[src/rtl/hwb_pkg.sv]
package hwb_pkg;
  localparam int WORD_W = 32;
  localparam int HALF_W = 16;

  typedef enum logic [1:0] {
    SZ_BYTE = 2'b00,
    SZ_HALF = 2'b01,
    SZ_WORD = 2'b10,
    SZ_WLOW = 2'b11
  } size_e;

  typedef enum logic [1:0] {
    ST_IDLE,
    ST_FIRST,
    ST_SECOND,
    ST_DONE
  } state_e;

  typedef struct packed {
    logic err;
    logic two_phase;
    logic full_word;
    logic is_byte;
    logic byte_odd;
  } plan_t;
endpackage

[src/rtl/hwb_decode.sv]
module hwb_decode
  import hwb_pkg::*;
#(
  parameter int ADDR_W = 16
) (
  input  logic              write,
  input  logic [1:0]        size,
  input  logic [ADDR_W-1:0] addr,
  output plan_t             plan,
  output logic [ADDR_W-1:0] first_addr,
  output logic [ADDR_W-1:0] second_addr
);
  localparam logic [ADDR_W-1:0] STEP = ADDR_W'(2);

  logic misaligned;
  logic bad_write;
  logic [ADDR_W-1:0] even_addr;

  assign even_addr   = {addr[ADDR_W-1:1], 1'b0};
  assign second_addr = addr + STEP;

  always_comb begin
    misaligned = 1'b0;
    bad_write  = 1'b0;
    first_addr = addr;
    unique case (size_e'(size))
      SZ_BYTE: begin
        bad_write  = write;
        first_addr = even_addr;
      end
      SZ_HALF: misaligned = addr[0];
      SZ_WORD: misaligned = |addr[1:0];
      SZ_WLOW: begin
        misaligned = |addr[1:0];
        bad_write  = write;
        first_addr = second_addr;
      end
      default: ;
    endcase
    plan.err       = misaligned | bad_write;
    plan.two_phase = (size_e'(size) == SZ_WORD) & ~plan.err;
    plan.full_word = (size_e'(size) == SZ_WORD);
    plan.is_byte   = (size_e'(size) == SZ_BYTE);
    plan.byte_odd  = addr[0];
  end
endmodule

[src/rtl/hwb_rdpack.sv]
module hwb_rdpack
  import hwb_pkg::*;
(
  input  logic              clk,
  input  logic              rst_n,
  input  logic              cap_hi,
  input  logic              cap_lo,
  input  logic [HALF_W-1:0] tgt_rdata,
  input  plan_t             plan,
  input  logic              write,
  output logic [WORD_W-1:0] rdata
);
  logic [HALF_W-1:0] hi_q, lo_q;
  logic [WORD_W-1:0] packed_w;

  always_ff @(posedge clk or negedge rst_n) begin
    if (!rst_n) begin
      hi_q <= '0;
      lo_q <= '0;
    end else begin
      if (cap_hi) hi_q <= tgt_rdata;
      if (cap_lo) lo_q <= tgt_rdata;
    end
  end

  always_comb begin
    if (plan.full_word)
      packed_w = {hi_q, lo_q};
    else if (plan.is_byte)
      packed_w = {24'b0, plan.byte_odd ? lo_q[7:0] : lo_q[15:8]};
    else
      packed_w = {{(WORD_W-HALF_W){1'b0}}, lo_q};
    rdata = (write | plan.err) ? '0 : packed_w;
  end

  AST_NO_DOUBLE_CAPTURE: assert property (@(posedge clk) disable iff (!rst_n)
    !(cap_hi && cap_lo)) else $error("capture overlap");
endmodule

[src/rtl/hw_bridge.sv]
module hw_bridge
  import hwb_pkg::*;
#(
  parameter int ADDR_W = 16
) (
  input  logic              clk,
  input  logic              rst_n,
  input  logic              req_valid,
  output logic              req_ready,
  input  logic              req_write,
  input  logic [1:0]        req_size,
  input  logic [ADDR_W-1:0] req_addr,
  input  logic [31:0]       req_wdata,
  output logic              rsp_valid,
  input  logic              rsp_ready,
  output logic [31:0]       rsp_rdata,
  output logic              rsp_err,
  output logic              tgt_req,
  output logic              tgt_we,
  output logic [ADDR_W-1:0] tgt_addr,
  output logic [15:0]       tgt_wdata,
  input  logic [15:0]       tgt_rdata,
  input  logic              tgt_ack
);
  state_e            state_q;
  plan_t             dec_plan, plan_q;
  logic [ADDR_W-1:0] dec_a0, dec_a1, a0_q, a1_q;
  logic [WORD_W-1:0] wdata_q;
  logic              write_q;
  logic              accept;

  hwb_decode #(.ADDR_W(ADDR_W)) u_decode (
    .write      (req_write),
    .size       (req_size),
    .addr       (req_addr),
    .plan       (dec_plan),
    .first_addr (dec_a0),
    .second_addr(dec_a1)
  );

  assign req_ready = (state_q == ST_IDLE);
  assign accept    = req_valid & req_ready;

  always_ff @(posedge clk or negedge rst_n) begin
    if (!rst_n) begin
      state_q <= ST_IDLE;
      plan_q  <= '0;
      a0_q    <= '0;
      a1_q    <= '0;
      wdata_q <= '0;
      write_q <= 1'b0;
    end else begin
      unique case (state_q)
        ST_IDLE: if (accept) begin
          plan_q  <= dec_plan;
          a0_q    <= dec_a0;
          a1_q    <= dec_a1;
          wdata_q <= req_wdata;
          write_q <= req_write;
          state_q <= dec_plan.err ? ST_DONE : ST_FIRST;
        end
        ST_FIRST:  if (tgt_ack) state_q <= plan_q.two_phase ? ST_SECOND : ST_DONE;
        ST_SECOND: if (tgt_ack) state_q <= ST_DONE;
        ST_DONE:   if (rsp_ready) state_q <= ST_IDLE;
        default:   state_q <= ST_IDLE;
      endcase
    end
  end

  always_comb begin
    tgt_req   = (state_q == ST_FIRST) | (state_q == ST_SECOND);
    tgt_we    = tgt_req & write_q;
    tgt_addr  = (state_q == ST_SECOND) ? a1_q : a0_q;
    tgt_wdata = (state_q == ST_FIRST && plan_q.two_phase) ? wdata_q[31:16] : wdata_q[15:0];
  end

  hwb_rdpack u_rdpack (
    .clk      (clk),
    .rst_n    (rst_n),
    .cap_hi   ((state_q == ST_FIRST) & tgt_ack & plan_q.two_phase),
    .cap_lo   (tgt_ack & ((state_q == ST_SECOND) | ((state_q == ST_FIRST) & ~plan_q.two_phase))),
    .tgt_rdata(tgt_rdata),
    .plan     (plan_q),
    .write    (write_q),
    .rdata    (rsp_rdata)
  );

  assign rsp_valid = (state_q == ST_DONE);
  assign rsp_err   = plan_q.err;

  AST_TGT_HOLD: assert property (@(posedge clk) disable iff (!rst_n)
    tgt_req && !tgt_ack |=> tgt_req && $stable(tgt_addr) && $stable(tgt_we) && $stable(tgt_wdata))
    else $error("target request dropped or changed");
  AST_SECOND_HALF_ADDR: assert property (@(posedge clk) disable iff (!rst_n)
    tgt_req && tgt_ack && state_q == ST_FIRST && plan_q.two_phase
      |=> tgt_req && tgt_addr == ADDR_W'($past(tgt_addr) + ADDR_W'(2)))
    else $error("second half not at A+2");
  AST_RSP_HOLD: assert property (@(posedge clk) disable iff (!rst_n)
    rsp_valid && !rsp_ready |=> rsp_valid && $stable(rsp_rdata) && $stable(rsp_err))
    else $error("response not held");
  AST_ERR_NO_ACCESS: assert property (@(posedge clk) disable iff (!rst_n)
    accept && dec_plan.err |=> rsp_valid && rsp_err && !tgt_req)
    else $error("rejected request reached target");
  AST_BYTE_WRITE_REJECT: assert property (@(posedge clk) disable iff (!rst_n)
    accept && req_write && req_size == 2'b00 |=> rsp_err && !tgt_req)
    else $error("byte write not rejected");
endmodule

[config.mk]
export PLATFORM = sky130hd
export DESIGN_NAME = hw_bridge
export DESIGN_NICKNAME = d
export VERILOG_FILES = /design/src/rtl/hwb_pkg.sv /design/src/rtl/hwb_decode.sv /design/src/rtl/hwb_rdpack.sv /design/src/rtl/hw_bridge.sv
export SDC_FILE = /design/constraint.sdc
export NUM_CORES = 1
export LEC_CHECK = 0
export BUFFER_PORTS_ARGS = -buffer_cell sky130_fd_sc_hd__buf_2
export CORE_MARGIN = 3
export CORE_UTILIZATION = 48
export CTS_BUF_LIST = sky130_fd_sc_hd__clkbuf_16
export DETAILED_ROUTE_END_ITERATION = 7
export GPL_ROUTABILITY_DRIVEN = 0
export PLACE_DENSITY_LB_ADDON = 0.1
export RECOVER_POWER = 25
export SYNTH_ARGS = -nofsm -noshare
export SYNTH_HDL_FRONTEND = slang
export SYNTH_SLANG_ARGS = --single-unit
[constraint.sdc]
create_clock -name clk -period 1.9 [get_ports clk]
set_input_delay 0.38 -clock clk [delete_from_list [all_inputs] [get_ports clk]]
set_output_delay 0.38 -clock clk [all_outputs]
set_load 0.05 [all_outputs]
==> results.toml, run 1 <==
[drt]
wl_per_cell_um = 18.2
drc = 0
viasPerCell = 5.42
drtIter0Drc = 275
dr.pass1.iters = 5
final_antenna_net_count = 0
via_count = 4643
wirelength_um = 15600

[power_and_ir_drop]
seqPwrFrac = 0.261
power_switching_w = 0.00687
powerDensity_nw_per_um2 = 1940
ir_drop_mv = 1.56
power.share.switching = 0.447
power.internal_w = 0.00849
p_total_w = 0.0154
power_leakage_nw = 3.85
p_clk_frac = 0.109
p_comb_frac = 0.630

[sta]
hold_viol = 0
worst_pin_slew_ps = 950
rsz0062_at_grt = "true"
fmax_mhz = 474
fin_worst_skew_ps = 8.17
setup_violations = 50
slew_violations = 0
max_slew_margin = 0.367
finalCritPeriodShare = 1.11
layout_setup_ws_ps = -212
period_minus_slack_ps = 2110

[floorplan]
initial_utilization = 0.500
boundaryPins = 141
die_w_um = 110
num_rows = 37
core_area_um2 = 10500
die_h_um = 110
dieArea_um2 = 12200

[synthesis]
ys_ff_latch = 103
synth-main-ff-cell = "dfrtp_1"
synth.area.top_cells = "dfrtp_1, mux2_2, nand2_1, ha_1, o21ai_0"
synth_area_leader_cell = "dfrtp_1"
avgSynthCellArea_um2 = 9.77
synth_fp_nets = 619
syn_inst = 535
yosysMostFrequentCell = "nand2_1"
synth_area_um2 = 5230
ys_top_cells_by_count = "nand2_1, dfrtp_1, mux2_2"
yosysUniqueCellTypes = 44
synth-edff-count = 0
synth_top_area_frac = 0.493
synth.yosys.seq_area_share = 0.493
ys_warn_count = 0
async_flop_share = 1.00

[grt]
antenna_found_initial = 0
track_usage = 0.250
grt_pass1_vias = 4735
grt_overflow = 0
grt_pass1_wl_um = 23400
grt_max_degree = 49

[clock_network]
clockBufferDepth = 2
cts_buffers = 9
clock-root-buffer = "clkbuf_16"
path_clk_slew_ps = 70
cts_hold_buf = 0
tritoncts = "yes"
clkSinkCount = 103
cts_max_level = 3
clock_latency_ps = 340

[outcome]
violations = "negative setup slack"
status = "finished, violations left"

[worst_setup_path]
worstPathMaxFanout = 4
worstPathRequired_ps = 1520
rr_worst_depth = 6
end_kind = "output pin"
arrival_ps = 1730
r2r_start = "state_q[1]"
rrSetupSlack_ps = 140
path_class = "reg -> out"
cp-endpoint = "rsp_rdata[2]"
startpoint_type = "register"
reg2reg_to = "state_q[1]"
startpoint = "a1_q[0]"

[cells_and_area]
layout-drive-gt1-share = 0.466
num_antenna_cells = 0
fin_util = 0.755
n_fill_cell = 696
nets = 800
syn_to_final_growth_pct = 51.2

[placement]
dp_hpwl_um = 10000
io_buffers = 140

[run]
drv_cap = 0

[hold_path]
hold_path.class = "in -> async"
==> cell usage in the layout (no fill, tap or decap), types with 4 or more instances in the layout <==
cell type  count
a21oi_1        8
a22oi_1        4
and2_4         9
and3_4        16
buf_12         7
buf_2         73
buf_4         37
buf_6         22
buf_8         56
clkbuf_16      9
dfrtp_1      101
ha_1           9
inv_1         10
mux2_2        32
mux2_4        32
mux2i_4        8
nand2_1      140
nand3_1       10
nand4_1        4
nor2_1        18
nor2_4         9
nor3_1         5
nor4_1         4
o21ai_0       25
xnor2_1        9
==> cell type report <==
type / instances / area, um^2 / share of cell area
Tap cell: 136 / 170 / 0.0215
Sequential cell: 103 / 2580 / 0.327
Multi-Input combinational cell: 392 / 2950 / 0.373
Inverter: 11 / 43.8 / 0.00554
Timing Repair Buffer: 199 / 1890 / 0.239
Clock inverter: 7 / 40.0 / 0.00507
Clock buffer: 9 / 225 / 0.0285
==> power by group through the flow <==
stage	combinational, W	clock (W)	sequential [W]
5_1_grt	0.0102	0.00181	0.00413
4_1_cts	0.00926	0.00171	0.00391
3_5_place_dp	0.00701	0	0.00385
3_3_place_gp	0.00689	0	0.00378
6_report	0.00968	0.00167	0.00401
2_1_floorplan	0.00541	0	0.00369
==> per-stage QoR <==
stage               cell area (um^2)  instances  setup TNS [ps]  setup WS (ps)  hold WS (ps)
finish                          7900        857           -7340           -212           173
floorplan                       5340        535           -1500          -56.4          84.4
CTS                             7650        854           -8510           -252          3.36
global placement                6460        821               0           7.19           367
global route                    7900        857          -10820           -284           211
detailed placement              6460        821            -187          -64.2           371
==> repair_timing <==
| item | CTS | global route |
|---|---|---|
| pin swaps | 11 | 20 |
| setup endpoints to repair | 64 | 71 |
| setup buffers | 16 | 7 |
| cloned | 2 | 0 |
| gates resized for setup | 213 | 68 |
==> worst min path at each step <==
stage          cells after the start  startpoint          endpoint  slack [ps]
2_1_floorplan                      0       rst_n           a0_q[0]          80
3_3_place_gp                       1       rst_n  u_rdpack.lo_q[1]         370
3_5_place_dp                       1       rst_n  u_rdpack.lo_q[1]         370
4_1_cts                            1       rst_n  u_rdpack.lo_q[1]           3
5_1_grt                            1       rst_n  u_rdpack.lo_q[3]         210
6_report                           1       rst_n  u_rdpack.lo_q[1]         170
==> metal layers <==
metal,wire length [um],share of wire,global-route usage,vias to the layer above
met1,6010,0.39,0.310,2263
met3,884,0.057,0.0588,30
met2,8230,0.53,0.433,183
met5,0,0,0,-
li1,-,-,-,2167
met4,484,0.031,0.0756,0
==> flip-flops by register name, summed over array words and instances (netlist names) <==
signal and flops:
plan_q 3, write_q 1, a1_q 16, state_q 2, a0_q 16, u_rdpack.hi_q 16
rsp_err 1, wdata_q 32, u_rdpack.lo_q 16
==> critical path, cell delays in order (launching register included) <==
cell     delay, ps
dfrtp_1        400
nor3b_2        180
buf_6          150
buf_6          130
mux2i_4        310
nor2_4          50
buf_6          150
==> kinds of logic (layout without fill, tap and decap cells) <==
family	after synthesis	after routing	share of synthesized area
and+or+nand+nor	238	238	0.206
DFF	103	103	0.493
muxes	72	72	0.153
AOI/OAI and AO/OA	58	58	0.0690
buffers and inverters	40	226	0.0302
adders and majority gates	12	12	0.0287
xor gates and xnor gates	12	12	0.0201
(Power assumes the default switching activity.)
==> inputs of run 2 (changes only) <==
ABC_AREA = 1   (was not set)
==> run 2 against run 1 <==
  * The run still ends with negative setup slack left
  * Count of clock-buffer cells in the layout unchanged
  * Non-clock buffer count down 25
  * Sequential power fell by 3%
  * Die area rose by 1.9%
  * Global-route usage shrank 0.68 points
  * Wire length rose by 0.33%
  * Critical path depth grew 1
  * Synthesized area increased by 2.0%
  * Clock skew down 1.7 ps
  * Cell area is 2.4% lower
  * Register-to-register slack about the same
  * First-iteration DRC count up 29%
  * Largest power group unchanged
  * Highest routed layer unchanged
==> results.toml, run 2 <==
[outcome]
status = "finished, violations left"
violations = "negative setup slack"

[drt]
drc = 0
wirelength_um = 15700
viasPerCell = 5.26
via_count = 5288
dr.pass1.iters = 6
wl_per_cell_um = 15.6
drtIter0Drc = 355
final_antenna_net_count = 0

[sta]
max_slew_margin = 0.493
period_minus_slack_ps = 2000
fmax_mhz = 500
fin_worst_skew_ps = 6.42
hold_viol = 0
worst_pin_slew_ps = 761
slew_violations = 0
rsz0062_at_grt = "true"
finalCritPeriodShare = 1.05
holdWs_ps = 223
layout_setup_ws_ps = -101
setup_violations = 35

[cells_and_area]
syn_to_final_growth_pct = 44.7
regMostFlops = "wdata_q"
layout_common_cells = "nand2_1, dfrtp_1, buf_2, inv_1, buf_6"
final_common_cell = "nand2_1"
fin_util = 0.730
num_antenna_cells = 0
layout-drive-gt1-share = 0.359
largest_reg_flops = 32
nets = 949
layoutNonFillerInstCount = 1006

[placement]
dp_hpwl_um = 10300
place_inst = 972
dp_slack_ps = 23.6
io_buffers = 140

[floorplan]
dieArea_um2 = 12400
core_area_um2 = 10600
num_rows = 37
die_h_um = 111
initial_utilization = 0.505
die_w_um = 111
boundaryPins = 141

[worst_setup_path]
reg2reg_to = "a0_q[2]"
r2r_start = "state_q[0]"
worstPathMaxFanout = 8
worstPathRequired_ps = 1520
arrival_ps = 1620
path_buf_inv = 3
cp_cell_sequence = "inv_2 -> ha_4 -> nand2_8 -> clkbuf_16 -> nand2_4 -> nand2_2 -> buf_6"
end_kind = "output pin"
path_delay_family = "buffers and inverters"
slowest_delay_ps = 410
rrSetupSlack_ps = 150
startpoint_type = "register"
path_class = "reg -> out"
worst_path_max_delay_cell = "dfrtp_1"
rr_worst_depth = 7

[synthesis]
synth-edff-count = 0
synth-main-ff-cell = "dfrtp_1"
synth_fp_nets = 794
ys_warn_count = 0
ys_ff_latch = 103
synth_area_um2 = 5330
synth_area_leader_cell = "dfrtp_1"
syn_inst = 710
yosysMostFrequentCell = "nand2_1"
avgSynthCellArea_um2 = 7.51
async_flop_share = 1.00
synth.area.top_cells = "dfrtp_1, nand2_1, o21ai_0, inv_1, nor2_1"
yosysUniqueCellTypes = 32
ys_top_cells_by_count = "nand2_1, dfrtp_1, inv_1"
synth_top_area_frac = 0.484
synth.yosys.seq_area_share = 0.484

[clock_network]
clkSinkCount = 103
cts_buffers = 9
path_clk_slew_ps = 70
cts_max_level = 3
tritoncts = "yes"
clock_latency_ps = 350
clockBufferDepth = 2
clock-root-buffer = "clkbuf_16"

[run]
drv_cap = 0

[grt]
antenna_found_initial = 0
grt_pass1_wl_um = 24800
track_usage = 0.243
grt_overflow = 0
grt_max_degree = 39
grt_pass1_vias = 5067

[power_and_ir_drop]
ir_drop_mv = 1.44
power_leakage_nw = 3.87
powerDensity_nw_per_um2 = 1910

[hold_path]
whs_path_depth = 3
hp-start = "req_wdata[13]"
hold_path.class = "in -> reg"
min_to = "wdata_q[13]"
run 2: cell count changes in the layout (fill, tap and decap cells not counted), sizes merged, moves of 8 or more:
cell,change
nor2,+28
mux2,-64
nand3,+12
a21oi,+23
mux2i,-8
and2,-10
and3,-18
buf,-29
o21ai,+42
inv,+49
nand2,+165
xnor2,-9
run 2: layer usage:
metal	vias to the layer above	global-route usage	wire, um
met5	-	0	0
met4	0	0.0787	346
met3	27	0.0484	1130
met2	202	0.396	7730
met1	2535	0.328	6450
li1	2524	-	-
run 2: final cells by class:
type,instances,area [um^2]
fill,825,2850
multi-input combinational,514,2830
sequential,103,2580
timing repair buffer,174,1570
inverter,62,256
clock buffer,9,225
tap,136,170
clock inverter,7,72.6
timing repair inverter,1,8.76
run 2: through the flow:
step	total power (W)	instance area, um^2	TNS, ps
finish	0.0147	7710	-2410
global route	0.0155	7710	-4220
CTS	0.0137	7210	-538
detailed placement	0.0105	6370	0
global placement	0.0103	6370	0
floorplan	0.00881	5420	-5950
run 2: repair_timing:
item,4_1_cts,5_1_grt
hold buffers,1,0
endpoints found under the setup margin,62,63
hold endpoints to repair,10,0
buffers inserted,8,4
resized for setup,153,127
pin swaps,6,18
gates cloned,1,4
run 2: worst max path at each step:
| stage | end | cells after the start | slack (ps) | startpoint |
|---|---|---|---|---|
| global placement | tgt_addr[3] | 6 | 90 | state_q[0] |
| floorplan | tgt_addr[0] | 4 | -360 | state_q[0] |
| CTS | tgt_addr[1] | 5 | -70 | state_q[1] |
| detailed placement | tgt_wdata[3] | 7 | 20 | state_q[1] |
| finish | tgt_wdata[2] | 7 | -100 | state_q[1] |
| global route | tgt_wdata[2] | 7 | -150 | state_q[1] |
run 2: worst min-delay path, stage by stage:
cell	delay, ps
buf_2	80
nand2_1	40
nand2_1	50
run 2: kinds of logic (layout without fill, tap and decap cells):
logic type                 Yosys count  in the layout  synth area share
AOI/OAI and AO/OA                  108            108             0.110
DFF                                103            103             0.484
buffers and inverters               94            253            0.0721
xor gates and xnor gates             4              4           0.00798
adders and majority gates           12             12            0.0282
and+or+nand+nor                    389            390             0.298
run 2: power by group:
part	leakage (nW)	internal [W]	switching [W]
clock	0.142	0.00102	0.000853
sequential	1.28	0.00318	0.000696
combinational	2.45	0.00329	0.00565
total	3.87	0.00749	0.00719
==> inputs of run 3 (changes only) <==
CORE_UTILIZATION = 49   (was 48)
SYNTH_HIERARCHICAL = 1   (was not set)
==> run 3 against run 2 <==
  * Critical path depth did not move
  * Sequential share of layout area fell by 1.3 points
  * Synthesized cell count rose by 9.4%
  * The flow still finishes with violations (negative setup slack)
  * Die area rose by 4.7%
  * Cell area rose by 5.0%
  * Clock power fell by 9%
  * Total power rose by 8.6%
  * Hold slack improved by 46 ps
  * Register-to-register slack improved by 20 ps
  * Critical path type unchanged
  * Via count rose by 8.4%
  * Largest power group unchanged
  * Core utilization fell by 0.26 points
  * Clock skew barely moved
==> results.toml, run 3 <==
[worst_setup_path]
worstPathMaxFanout = 8
end_kind = "output pin"
slowest_delay_ps = 430
worst_path_max_delay_cell = "dfrtp_1"
cp_cell_sequence = "buf_6 -> inv_6 -> nand3_4 -> nand2_1 -> nand2_1 -> nor2_2 -> buf_6"
arrival_ps = 1610
startpoint_type = "register"
worstPathRequired_ps = 1520
path_delay_family = "simple AND/OR/NAND/NOR gates"
path_class = "reg -> out"
path_buf_inv = 3

[cells_and_area]
final_common_cell = "nand2_1"
largest_reg_flops = 32
n_fill_cell = 836
layout_common_cells = "nand2_1, dfrtp_1, nand3_1, buf_2, inv_1"
num_antenna_cells = 0
syn_to_final_growth_pct = 41.8
layout-drive-gt1-share = 0.345
regMostFlops = "wdata_q"
layoutNonFillerInstCount = 1076
nets = 1014
design_area_um2 = 8100

[clock_network]
cts_max_level = 3
clockBufferDepth = 2
clock-root-buffer = "clkbuf_16"
clock_latency_ps = 340
cts_buffers = 9
tritoncts = "yes"
path_clk_slew_ps = 70
clkSinkCount = 104

[power_and_ir_drop]
powerDensity_nw_per_um2 = 1970
ir_drop_mv = 1.35
power_leakage_nw = 4.24

[synthesis]
ys_warn_count = 6
synth-main-ff-cell = "dfrtp_1"
synth_area_leader_cell = "dfrtp_1"
yosysUniqueCellTypes = 30
ys_top_cells_by_count = "nand2_1, dfrtp_1, nand3_1"
syn_inst = 777
synth.yosys.seq_area_share = 0.456
synth_area_um2 = 5710
ys_ff_latch = 104
avgSynthCellArea_um2 = 7.35
synth.area.top_cells = "dfrtp_1, nand2_1, nand3_1, inv_1, o21ai_0"
synth_top_area_frac = 0.456
async_flop_share = 1.00
synth_fp_nets = 860
yosysMostFrequentCell = "nand2_1"
synth-edff-count = 0

[drt]
drtIter0Drc = 377
wl_per_cell_um = 15.9
via_count = 5731
viasPerCell = 5.33
dr.pass1.iters = 5
final_antenna_net_count = 0
wirelength_um = 17100
drc = 0

[grt]
antenna_found_initial = 0
grt_pass1_wl_um = 25700
grt_overflow = 0
grt_max_degree = 46
grt_pass1_vias = 5290
track_usage = 0.244

[floorplan]
num_rows = 38
core_area_um2 = 11100
boundaryPins = 141
initial_utilization = 0.513
die_w_um = 114
dieArea_um2 = 13000
die_h_um = 114

[sta]
hold_viol = 0
slew_violations = 0
fmax_mhz = 503
fin_worst_skew_ps = 6.56
max_slew_margin = 0.365
period_minus_slack_ps = 1990
finalCritPeriodShare = 1.05
layout_setup_ws_ps = -90.0
rsz0062_at_grt = "true"
worst_pin_slew_ps = 952
setup_violations = 56

[run]
drv_cap = 0

[hold_path]
hold_path.class = "in -> reg"

[outcome]
status = "finished, violations left"
violations = "negative setup slack"

[placement]
place_inst = 1037
dp_hpwl_um = 10900
io_buffers = 140
postPlaceCellArea_um2 = 6600
-- run 3: cell types whose count changed after synthesis, moves of 8 or more --
| cell | change |
|---|---|
| buf_4 | +10 |
| nand2_1 | +26 |
| buf_6 | +8 |
| o21ai_0 | -17 |
| o21ai_1 | -10 |
| nand3_1 | +83 |
| clkbuf_1 | -11 |
| a21oi_1 | -27 |
| nor3_1 | +8 |
-- run 3: cells by family after synthesis --
logic type                 synth area share
buffers and inverters                0.0944
and+or+nand+nor                       0.375
adders and majority gates            0.0241
AOI/OAI and AO/OA                    0.0403
DFF                                   0.456
xor gates and xnor gates             0.0105
-- run 3: final cells by class --
cell class	instances	area, um^2	area share
Clock buffer	9	225	0.0278
Clock inverter	7	38.8	0.00479
Inverter	67	273	0.0337
Multi-Input combinational cell	566	3130	0.387
Sequential cell	104	2610	0.322
Tap cell	140	175	0.0216
Timing Repair Buffer	183	1650	0.204
-- run 3: final timing paths --
check	startpoint	to	slack, ps	cells after the start
min in group asynchronous	rst_n	u_rdpack/hi_q[5]	720	2
worst max register to register	state_q[1]	u_rdpack/hi_q[3]	170	8
worst max-delay path	plan_q[2]	rsp_rdata[5]	-90	7
worst min register to register	a1_q[8]	a1_q[8]	470	2
max in group asynchronous	rst_n	u_rdpack/hi_q[8]	320	3
worst min-delay path	req_wdata[4]	wdata_q[4]	270	3
-- run 3: power breakdown --
group / switching, W / leakage (nW) / internal, W
Clock: 0.000832 / 0.134 / 0.000878
Combinational: 0.00659 / 2.82 / 0.00371
Sequential: 0.000669 / 1.29 / 0.00326
Total: 0.00809 / 4.24 / 0.00785
-- run 3: what timing repair did --
action                                 4_1_cts  5_1_grt
gates cloned                                 1        4
endpoints found under the hold margin        2        0
setup buffers                                8        9
hold buffers                                 1        0
resized for setup                          139      154
pin swaps                                    4       35
setup endpoints to repair                   66       63
-- run 3: stage by stage --
| stage | setup WS [ps] | power, W | utilization | hold WS [ps] | TNS, ps |
|---|---|---|---|---|---|
| floorplan | -94.8 | 0.00947 | - | 84.4 | -942 |
| global placement | 73.9 | 0.0110 | 0.593 | 358 | 0 |
| detailed placement | 25.4 | 0.0112 | 0.593 | 369 | 0 |
| CTS | -86.5 | 0.0142 | 0.662 | 258 | -1030 |
| global route | -172 | 0.0169 | 0.728 | 271 | -5820 |
| finish | -90.0 | 0.0159 | 0.728 | 269 | -2230 |
-- run 3: worst min-delay path, stage by stage --
cell and delay, ps:
buf_2 80, nand3_1 70, nand2_1 60
-- run 3: metal layers --
| layer | vias to the layer above | wire [um] | part of all wire | GRT usage |
|---|---|---|---|---|
| met1 | 2765 | 7130 | 0.42 | 0.347 |
| met2 | 208 | 8810 | 0.51 | 0.388 |
| met3 | 19 | 995 | 0.058 | 0.0313 |
| li1 | 2739 | - | - | - |
| met4 | 0 | 207 | 0.012 | 0.0784 |
| met5 | - | 0 | 0 | 0 |
